$ cat config.mk
export PLATFORM = sky130hd
export DESIGN_NAME = dpanel_fmt
export DESIGN_NICKNAME = d
export VERILOG_FILES = /design/src/rtl/fmt_pkg.sv /design/src/rtl/fmt_mode_dec.sv /design/src/rtl/fmt_pin_mux.sv /design/src/rtl/fmt_line_ctr.sv /design/src/rtl/fmt_fetch_arb.sv /design/src/rtl/dpanel_fmt.sv
export SDC_FILE = /design/constraint.sdc
export NUM_CORES = 1
export LEC_CHECK = 0
export ABC_AREA = 0
export BUFFER_PORTS_ARGS = -buffer_cell sky130_fd_sc_hd__clkbuf_2
export CORE_AREA = 5 5 89 91
export DETAILED_ROUTE_END_ITERATION = 10
export DIE_AREA = 0 0 94 96
export HOLD_SLACK_MARGIN = 0.12
export PLACE_DENSITY = 0.72
export SLEW_MARGIN = 20
export SYNTH_ARGS = -nofsm -noshare
export SYNTH_HDL_FRONTEND = slang
export SYNTH_HIERARCHICAL = 1
export SYNTH_SLANG_ARGS = --single-unit
$ cat constraint.sdc
create_clock -name clk -period 2.6 [get_ports clk]
set_input_delay 0.13 -clock clk [delete_from_list [all_inputs] [get_ports clk]]
set_output_delay 0.13 -clock clk [all_outputs]
set_load 0.005 [all_outputs]
$ cat src/rtl/fmt_pkg.sv
// Package: shared layout encoding for the pixel stream formatter.
// Assumes: nothing beyond IEEE 1800-2017.
package fmt_pkg;
    // Pin layout selected after the active/dual priority is resolved.
    typedef enum logic [1:0] {
        LAY_SINGLE = 2'd0,
        LAY_DUAL   = 2'd1,
        LAY_ACTIVE = 2'd2
    } layout_e;
endpackage

$ cat src/rtl/fmt_mode_dec.sv
// Module: fmt_mode_dec
// Resolves the raw configuration bits into an effective layout and lane width.
// The active layout overrides the dual select. In dual layout the 8-pin
// monochrome option is ignored, so only colour picks the wide lane.
// Assumes: configuration is quasi-static relative to the pixel stream.
module fmt_mode_dec
    import fmt_pkg::*;
(
    input  logic    cfg_active,
    input  logic    cfg_dual,
    input  logic    cfg_colour,
    input  logic    cfg_wide_mono,
    output layout_e layout,
    output logic    lane_wide,
    output logic    dual_eff
);
    // Layout priority: active first, then dual, else single.
    always_comb begin
        if (cfg_active) begin
            layout    = LAY_ACTIVE;
            lane_wide = 1'b1;
        end else if (cfg_dual) begin
            layout    = LAY_DUAL;
            lane_wide = cfg_colour;
        end else begin
            layout    = LAY_SINGLE;
            lane_wide = cfg_colour | cfg_wide_mono;
        end
    end

    // Dual operation is in effect only in the passive dual layout.
    assign dual_eff = (layout == LAY_DUAL);
endmodule

$ cat src/rtl/fmt_pin_mux.sv
// Module: fmt_pin_mux
// Places upper and lower pixel groups on the pin bus for the current layout.
// Pins not used by the layout are driven to 0.
// Assumes: OUT_W >= 2*COL_W and COL_W >= MONO_W; LO_W == COL_W.
module fmt_pin_mux
    import fmt_pkg::*;
#(
    parameter int OUT_W  = 16,
    parameter int COL_W  = 8,
    parameter int MONO_W = 4
) (
    input  layout_e          layout,
    input  logic             lane_wide,
    input  logic [OUT_W-1:0] up_data,
    input  logic [COL_W-1:0] lo_data,
    output logic [OUT_W-1:0] pins_nxt
);
    localparam int LANE_N = 2;

    logic [OUT_W-1:0] lane_mask;
    logic [OUT_W-1:0] dual_word;
    logic [COL_W-1:0] up_lane;
    logic [COL_W-1:0] lo_lane;
    logic [COL_W-1:0] lane_src [LANE_N];

    // Truncate each source to the active lane width.
    always_comb begin
        if (lane_wide) begin
            up_lane = up_data[COL_W-1:0];
            lo_lane = lo_data;
        end else begin
            up_lane = {{(COL_W-MONO_W){1'b0}}, up_data[MONO_W-1:0]};
            lo_lane = {{(COL_W-MONO_W){1'b0}}, lo_data[MONO_W-1:0]};
        end
    end

    assign lane_src[0] = up_lane;
    assign lane_src[1] = lo_lane;

    // Build the dual word: lane k starts at k times the lane width.
    always_comb begin
        dual_word = '0;
        for (int k = 0; k < LANE_N; k++) begin
            if (lane_wide) begin
                dual_word[k*COL_W +: COL_W] = lane_src[k];
            end else begin
                dual_word[k*MONO_W +: MONO_W] = lane_src[k][MONO_W-1:0];
            end
        end
    end

    // Single-layout mask covers one lane of the selected width.
    always_comb begin
        lane_mask = '0;
        lane_mask[MONO_W-1:0] = '1;
        if (lane_wide) begin
            lane_mask[COL_W-1:0] = '1;
        end
    end

    // Final layout selection.
    always_comb begin
        unique case (layout)
            LAY_ACTIVE: pins_nxt = up_data;
            LAY_DUAL:   pins_nxt = dual_word;
            default:    pins_nxt = up_data & lane_mask;
        endcase
    end
endmodule

$ cat src/rtl/fmt_line_ctr.sv
// Module: fmt_line_ctr
// Pixel position within a line for one screen half; wraps at line length.
// Assumes: line_len >= 1 while advancing.
module fmt_line_ctr #(
    parameter int POS_W = 12
) (
    input  logic             clk,
    input  logic             rst_n,
    input  logic             adv,
    input  logic [POS_W-1:0] line_len,
    output logic [POS_W-1:0] pos
);
    logic last_px;

    assign last_px = (pos == line_len - POS_W'(1));

    // Advance on a beat, returning to 0 after the last pixel of the line.
    always_ff @(posedge clk) begin
        if (!rst_n) begin
            pos <= '0;
        end else if (adv) begin
            pos <= last_px ? '0 : pos + POS_W'(1);
        end
    end
endmodule

$ cat src/rtl/fmt_fetch_arb.sv
// Module: fmt_fetch_arb
// Issues refill requests to the two FIFO sources and alternates between them
// when both ask. Source 1 is eligible only when dual operation is in effect.
// Assumes: a request is taken by the fetch engine in the cycle it is shown.
module fmt_fetch_arb (
    input  logic clk,
    input  logic rst_n,
    input  logic dual_eff,
    input  logic up_want,
    input  logic lo_want,
    output logic fetch_req,
    output logic fetch_src
);
    logic elig_up;
    logic elig_lo;
    logic pick;
    logic last_src;

    assign elig_up = up_want;
    assign elig_lo = lo_want & dual_eff;

    // Choose the opposite of the last grant under contention.
    always_comb begin
        if (elig_up && elig_lo) begin
            pick = ~last_src;
        end else begin
            pick = elig_lo;
        end
    end

    // Register the request and remember the winner for alternation.
    always_ff @(posedge clk) begin
        if (!rst_n) begin
            fetch_req <= 1'b0;
            fetch_src <= 1'b0;
            last_src  <= 1'b1;
        end else begin
            fetch_req <= elig_up | elig_lo;
            if (elig_up | elig_lo) begin
                fetch_src <= pick;
                last_src  <= pick;
            end
        end
    end
endmodule

$ cat src/rtl/dpanel_fmt.sv
// Module: dpanel_fmt (top)
// Pixel stream formatter: pairs upper/lower FIFO groups onto a registered pin
// bus per pixel enable. It flags underruns, tracks per-half line position and
// issues alternating refill requests.
// Assumes: FIFO data is valid when its valid is high; ready is combinational
// from valid and pix_en; configuration changes only between frames.
module dpanel_fmt
    import fmt_pkg::*;
#(
    parameter int OUT_W  = 16,
    parameter int COL_W  = 8,
    parameter int MONO_W = 4,
    parameter int POS_W  = 12
) (
    input  logic             clk,
    input  logic             rst_n,
    input  logic             cfg_active,
    input  logic             cfg_dual,
    input  logic             cfg_colour,
    input  logic             cfg_wide_mono,
    input  logic [POS_W-1:0] cfg_line_len,
    input  logic             pix_en,
    input  logic [OUT_W-1:0] up_data,
    input  logic             up_valid,
    output logic             up_ready,
    input  logic [COL_W-1:0] lo_data,
    input  logic             lo_valid,
    output logic             lo_ready,
    input  logic             up_want,
    input  logic             lo_want,
    output logic             fetch_req,
    output logic             fetch_src,
    output logic [OUT_W-1:0] pins,
    output logic             underrun,
    output logic [POS_W-1:0] upper_pos,
    output logic [POS_W-1:0] lower_pos
);
    localparam int HALVES = 2;

    layout_e          layout;
    logic             lane_wide;
    logic             dual_eff;
    logic             have_all;
    logic             beat;
    logic [OUT_W-1:0] pins_nxt;
    logic             half_adv [HALVES];
    logic [POS_W-1:0] half_pos [HALVES];

    fmt_mode_dec u_dec (
        .cfg_active   (cfg_active),
        .cfg_dual     (cfg_dual),
        .cfg_colour   (cfg_colour),
        .cfg_wide_mono(cfg_wide_mono),
        .layout       (layout),
        .lane_wide    (lane_wide),
        .dual_eff     (dual_eff)
    );

    // A beat needs the upper group, plus the lower group in dual operation.
    assign have_all = up_valid & (lo_valid | ~dual_eff);
    assign beat     = pix_en & have_all;
    assign up_ready = beat;
    assign lo_ready = beat & dual_eff;

    fmt_pin_mux #(
        .OUT_W (OUT_W),
        .COL_W (COL_W),
        .MONO_W(MONO_W)
    ) u_mux (
        .layout   (layout),
        .lane_wide(lane_wide),
        .up_data  (up_data),
        .lo_data  (lo_data),
        .pins_nxt (pins_nxt)
    );

    // Pin register: load on a beat, otherwise hold.
    always_ff @(posedge clk) begin
        if (!rst_n) begin
            pins <= '0;
        end else if (beat) begin
            pins <= pins_nxt;
        end
    end

    // Underrun flag: one cycle after an enable that found data missing.
    always_ff @(posedge clk) begin
        if (!rst_n) begin
            underrun <= 1'b0;
        end else begin
            underrun <= pix_en & ~have_all;
        end
    end

    assign half_adv[0] = beat;
    assign half_adv[1] = beat & dual_eff;

    for (genvar h = 0; h < HALVES; h++) begin : g_half
        fmt_line_ctr #(
            .POS_W(POS_W)
        ) u_ctr (
            .clk     (clk),
            .rst_n   (rst_n),
            .adv     (half_adv[h]),
            .line_len(cfg_line_len),
            .pos     (half_pos[h])
        );
    end

    assign upper_pos = half_pos[0];
    assign lower_pos = half_pos[1];

    fmt_fetch_arb u_arb (
        .clk      (clk),
        .rst_n    (rst_n),
        .dual_eff (dual_eff),
        .up_want  (up_want),
        .lo_want  (lo_want),
        .fetch_req(fetch_req),
        .fetch_src(fetch_src)
    );
endmodule

==> impl_metrics.yaml, run 1 <==
logic_synthesis:
  synthTopCellsByCount: "nand2_1 (56), dfxtp_1 (44), nor2_1 (39)"
  postSynth.asyncResetShare_pct: 0
  netlist_top_cells_area: "dfxtp_1 (29%), xor2_1 (7.5%), nand2_1 (6.9%), xnor2_1 (5.8%), mux2i_1 (5.3%)"
  synth-seq-cells: 44
  ys_warn_count: 6
  synth_most_common_cell: "nand2_1"
  synth_cell_types: 53
  synth_ff_type: "dfxtp_1"
  yosysTopAreaCell: "dfxtp_1"
  netlist.area_leader.share_pct: 28.98
  syn_area_mm2: 0.003039
  avgSynthCellArea_um2: 8.281
  synth-edff-count: 0
  seq_area_frac_synth_pct: 28.98
  synthCells: 367
  synth_nets: 420
clock_network:
  clk_latency_ps: 290
  path_clk_slew_ps: 90
  cts_buffers: 5
  cts_tree: "built"
  clk_path_buf_depth: 2
  cts-root-buf: "clkbuf_8"
  clock_sinks: 44
  cts-htree-levels: 2
  postCtsResizedCells: 0
sta:
  rsz0062_at_grt: "false"
  fin_tns_setup_ps: 0
  period_needed_ps: 2302
  maxSlewViolCount: 0
  finalCritPeriodShare_pct: 88.54
  skew_ps: 6.683
  finalSetupViolCount: 0
  max-slew-margin-rel_pct: 43.89
  fmax_mhz: 434.4
  hold_slack_ps: 198.8
  worstMarginPinSlew_ps: 836.0
  hold_violations: 0
worst_setup_path:
  end_kind: "flip-flop"
  critPathLaunch: "cfg_line_len[0]"
  startpoint_type: "input pin"
  reg2regPathDepth: 7
  worstPathRequired_ps: 2790
  timing.rr.end: "g_half[0].u_ctr/pos[5]"
  r2r_slack_ps: 530
  r2r-start: "g_half[0].u_ctr/pos[3]"
  path_max_fanout: 8
  crit_end: "g_half[0].u_ctr/pos[5]"
  critPathKind: "input pin to flip-flop"
  critPathArrivalTime_ps: 2500
placed_design:
  dpl-instance-area_mm2: 0.003508
  gp_congestion: 0.7805
  hpwlAfterDp_mm: 5.593
  port_buffers: 91
global_routing:
  grt_pass1_vias: 2789
  grt_pass1_wl_mm: 12.51
  antenna_found_initial: 0
  grt_max_degree: 39
  grt_overflow: 0
  grt_util_all_layers_pct: 16.84
routing:
  drt_iter0_drc: 63
  vias_per_cell: 5.225
  wl_per_cell_um: 13.47
  detail-route-antenna-nets: 0
  dr.pass1.iters: 4
  vias: 2905
  drc: 0
  wirelength_mm: 7.492
floorplan:
  die_x_um: 94
  dieArea_mm2: 0.009024
  rows: 31
  io_pins: 92
  start_util_pct: 43.05
  die_h_um: 96
  core-area_mm2: 0.007059
pwr:
  p_leak_nw: 1.543
  max-vdd-ir-drop_uv: 203.7
  power_density_mw_per_mm2: 389.5
run:
  drv_cap: 0
hold_path:
  hp-class: "input pin to flip-flop"
layout:
  syn2layout_area_growth_pct: 20.83
  final_cell_area_mm2: 0.003672
  num-fill-cells: 709
  antenna_cells: 0
  layout-drive-gt1-share_pct: 26.04
  fin_nets: 509
status:
  status: "completed"
area by class of cell:
class / instances / area (um2) / area share (%)
tap: 99 / 123.9 / 3.373
sequential: 44 / 880.8 / 23.99
multi-input combinational: 287 / 1954 / 53.22
timing repair buffer: 103 / 563.0 / 15.33
clock buffer: 7 / 86.33 / 2.351
inverter: 15 / 56.30 / 1.533
clock inverter: 1 / 7.507 / 0.2044
sequential cells by signal (all words and copies together), names as in the netlist:
name	flops
u_arb/fetch_req	1
u_arb/fetch_src	1
u_arb/last_src	1
underrun	1
pins	16
g_half.u_ctr/pos	24
metal layers:
| metal | up-vias | wire length (um) | track usage (%) |
|---|---|---|---|
| li1 | 1478 | - | - |
| met1 | 1333 | 3354 | 19.57 |
| met2 | 87 | 3594 | 30.75 |
| met3 | 7 | 485 | 4.300 |
| met4 | 0 | 57 | 4.332 |
| met5 | - | 0 | 0 |
cell usage in the layout, fill, tap and decap left out, types with 6 or more instances in the layout:
cell type,synthesis,final
nor2_1,39,39
nor4_1,6,6
ha_1,6,6
dfxtp_1,44,44
a21boi_0,6,6
inv_1,15,15
dlygate4sd3_1,0,7
xor2_1,26,26
nor3_1,6,6
xnor2_1,20,20
clkbuf_8,0,6
nand3b_1,6,6
o211ai_1,7,7
nand3_1,8,8
a32oi_1,8,8
clkbuf_2,0,91
nand4_1,8,8
and4_1,6,6
nand2_1,56,56
mux2i_1,16,16
how the worst min path moves through the flow:
stage,start,end,cells past startpoint
4_1_cts,lo_want,u_arb/last_src,4
3_3_place_gp,up_valid,underrun,2
2_1_floorplan,rst_n,u_arb/last_src,1
3_5_place_dp,up_valid,underrun,2
5_1_grt,lo_want,u_arb/last_src,4
6_report,lo_want,u_arb/last_src,4
cells by family after synthesis:
group	after synthesis	share of synthesized area, %
adders and majority gates	6	2.470
DFF	44	28.98
and+or+nand+nor	164	27.75
AOI/OAI and AO/OA	55	15.56
buffers and inverters	36	6.710
muxes	16	5.270
xor gates and xnor gates	46	13.26
critical path, stage by stage:
cell and delay (ps):
clkbuf_2 160, inv_1 90, ha_1 210, or4b_2 610
nor4_1 260, and3_1 220, o22ai_1 180, o41ai_4 360
buf_4 220, nor2_1 60
per-stage QoR:
step	setup WS (ps)	util, %	instances	power, mW
after floorplan	438.7	-	367	0.8862
after global placement	124.8	49.70	541	0.9737
after detailed placement	65.93	49.70	541	0.9783
after CTS	325.8	52.02	556	1.453
after global routing	76.38	52.02	556	1.510
final	298.1	52.02	556	1.430
power by group:
part           internal, mW  total (mW)  switching (mW)
clock network         0.216       0.460           0.243
logic                 0.123       0.268           0.145
registers             0.689       0.703          0.0139
repair_timing:
action | 4_1_cts | 5_1_grt
hold buffers | 7 | 0
buffers inserted | 0 | 0
endpoints found under the hold margin | 6 | 0
No activity file was read; power rests on OpenSTA's default activity.
==> run 2: changes to the inputs <==
- CORE_AREA: 5 5 89 91 -> 5 5 105 77
- DIE_AREA: 0 0 94 96 -> 0 0 110 82
- PLACE_DENSITY: 0.72 -> 0.73
==> run 2 against run 1 <==
Core utilization increased by 0.60 points. Critical endpoint is now g_half[1].u_ctr/pos[4]. Combinational power increased by 4%. Critical path type unchanged. Total power increased by 5.1%. Design area increased by 1.2%. Non-clock buffer count increased by 4. Sequential share of layout area decreased by 0.27 points. Sequential power about the same. Clock-buffer cell count decreased by 1. Worst setup slack improved by 46 ps. Worst hold slack got worse by 6.4 ps. Register-to-register slack improved by 30 ps. Highest routed layer unchanged. Cell count increased by 0.54%.
==> impl_metrics.yaml, run 2 (same netlist as run 1, synthesis figures left out) <==
hold_path:
  hold_path_end: "u_arb/last_src"
  hold_depth: 4
  min_from: "lo_want"
  hp-class: "input pin to flip-flop"
worst_setup_path:
  timing.rr.end: "g_half[0].u_ctr/pos[8]"
  end_kind: "flip-flop"
  r2r-start: "g_half[0].u_ctr/pos[3]"
  critPathArrivalTime_ps: 2440
  startpoint_type: "input pin"
  r2r_slack_ps: 560
  worstPathRequired_ps: 2790
  critPathKind: "input pin to flip-flop"
  reg2regPathDepth: 7
  path_max_fanout: 8
routing:
  vias: 2934
  detail-route-antenna-nets: 0
  vias_per_cell: 5.249
  wl_per_cell_um: 14.28
  drc: 0
  dr.pass1.iters: 4
  drt_iter0_drc: 128
  wirelength_mm: 7.981
floorplan:
  start_util_pct: 43.05
  io_pins: 92
  dieArea_mm2: 0.009020
  die_x_um: 110
  die_h_um: 82
  rows: 26
  core-area_mm2: 0.007059
layout:
  antenna_cells: 0
  fin_util_pct: 52.62
  largest_register: "g_half.u_ctr/pos"
  largestRegisters: "g_half.u_ctr/pos x24, pins x16"
  largest_reg_flops: 24
  final_common_cell: "clkbuf_2"
  syn2layout_area_growth_pct: 22.23
  fin_nets: 513
  layout-drive-gt1-share_pct: 26.68
  layout_common_cells: "clkbuf_2 (91), nand2_1 (56), dfxtp_1 (44), nor2_1 (39), xor2_1 (26)"
  finalNonFillerCells: 559
placed_design:
  gp_congestion: 0.8432
  dp_cells: 544
  port_buffers: 91
  hpwlAfterDp_mm: 6.054
clock_network:
  cts_buffers: 5
  clk_latency_ps: 290
  clk_path_buf_depth: 2
  clock_sinks: 44
  cts-root-buf: "clkbuf_8"
  path_clk_slew_ps: 80
  cts-htree-levels: 2
  postCtsSetupBuffers: 0
  cts_tree: "built"
sta:
  worstMarginPinSlew_ps: 979.3
  fin_tns_setup_ps: 0
  rsz0062_at_grt: "false"
  fmax_mhz: 443.2
  skew_ps: 9.032
  period_needed_ps: 2256
  finalSetupViolCount: 0
  hold_violations: 0
  finalCritPeriodShare_pct: 86.77
  max-slew-margin-rel_pct: 34.71
  maxSlewViolCount: 0
status:
  status: "completed"
pwr:
  p_leak_nw: 1.574
  max-vdd-ir-drop_uv: 264.2
  power_density_mw_per_mm2: 404.6
  p_total_mw: 1.503
global_routing:
  grt_pass1_wl_mm: 12.90
  grt_max_degree: 51
  grt_overflow: 0
  grt_pass1_vias: 2704
  grt_util_all_layers_pct: 17.80
  antenna_found_initial: 0
run:
  drv_cap: 0
[run 2: cell types whose count changed in the layout (fill, tap and decap cells not counted), sizes merged]
cell and change:
buf +4, bufinv +1, clkbuf -1, clkinv +1, clkinvlp -1
[run 2: repair_timing]
item                                   4_1_cts  5_1_grt
endpoints found under the hold margin        6        0
gates resized for setup                      0        0
hold buffers                                 7        0
[run 2: routing by layer]
metal	track usage [%]	up-vias	wire length, um
met5	0	-	0
met4	4.483	0	62
met3	2.592	6	375
met2	27.12	68	3599
met1	26.13	1371	3944
li1	-	1489	-
[run 2: layout make-up]
| type | instances | area, um2 |
|---|---|---|
| fill | 702 | 3344 |
| multi-input combinational | 287 | 1954 |
| sequential | 44 | 880.8 |
| timing repair buffer | 107 | 593.1 |
| tap | 98 | 122.6 |
| clock buffer | 6 | 72.57 |
| inverter | 15 | 56.30 |
| clock inverter | 2 | 35.03 |
[run 2: report_power, final]
part | switching (mW) | leakage [nW] | total, mW | internal (mW)
registers | 0.0127 | 0.357 | 0.702 | 0.689
logic | 0.151 | 1.16 | 0.278 | 0.127
clock network | 0.238 | 0.0552 | 0.523 | 0.286
total | 0.401 | 1.57 | 1.50 | 1.10
[run 2: worst max-delay path by stage]
stage | cells past startpoint | start | endpoint | slack (ps)
6_report | 10 | cfg_line_len[0] | g_half[1].u_ctr/pos[4] | 340
5_1_grt | 9 | cfg_line_len[0] | g_half[0].u_ctr/pos[1] | 100
4_1_cts | 9 | cfg_line_len[0] | g_half[1].u_ctr/pos[0] | 350
3_5_place_dp | 10 | cfg_line_len[0] | g_half[1].u_ctr/pos[4] | 50
3_3_place_gp | 9 | cfg_line_len[0] | g_half[0].u_ctr/pos[1] | 130
2_1_floorplan | 8 | cfg_line_len[0] | g_half[0].u_ctr/pos[10] | 440
[run 2: metrics by stage]
step           worst slack (ps)  instance area, um2  hold slack, ps
2_1_floorplan             438.7                3039           191.9
3_3_place_gp              129.3                3537           317.7
3_5_place_dp              46.88                3537           323.8
4_1_cts                   345.1                3715           172.3
5_1_grt                   97.40                3715           181.1
6_report                  343.9                3715           192.3
[run 2: critical path: stages]
cell	delay, ps
clkbuf_2	140
inv_1	70
ha_1	210
or4b_2	610
nor4_1	310
and3_1	220
o22ai_1	170
o41ai_4	320
buf_4	200
nor2_1	60
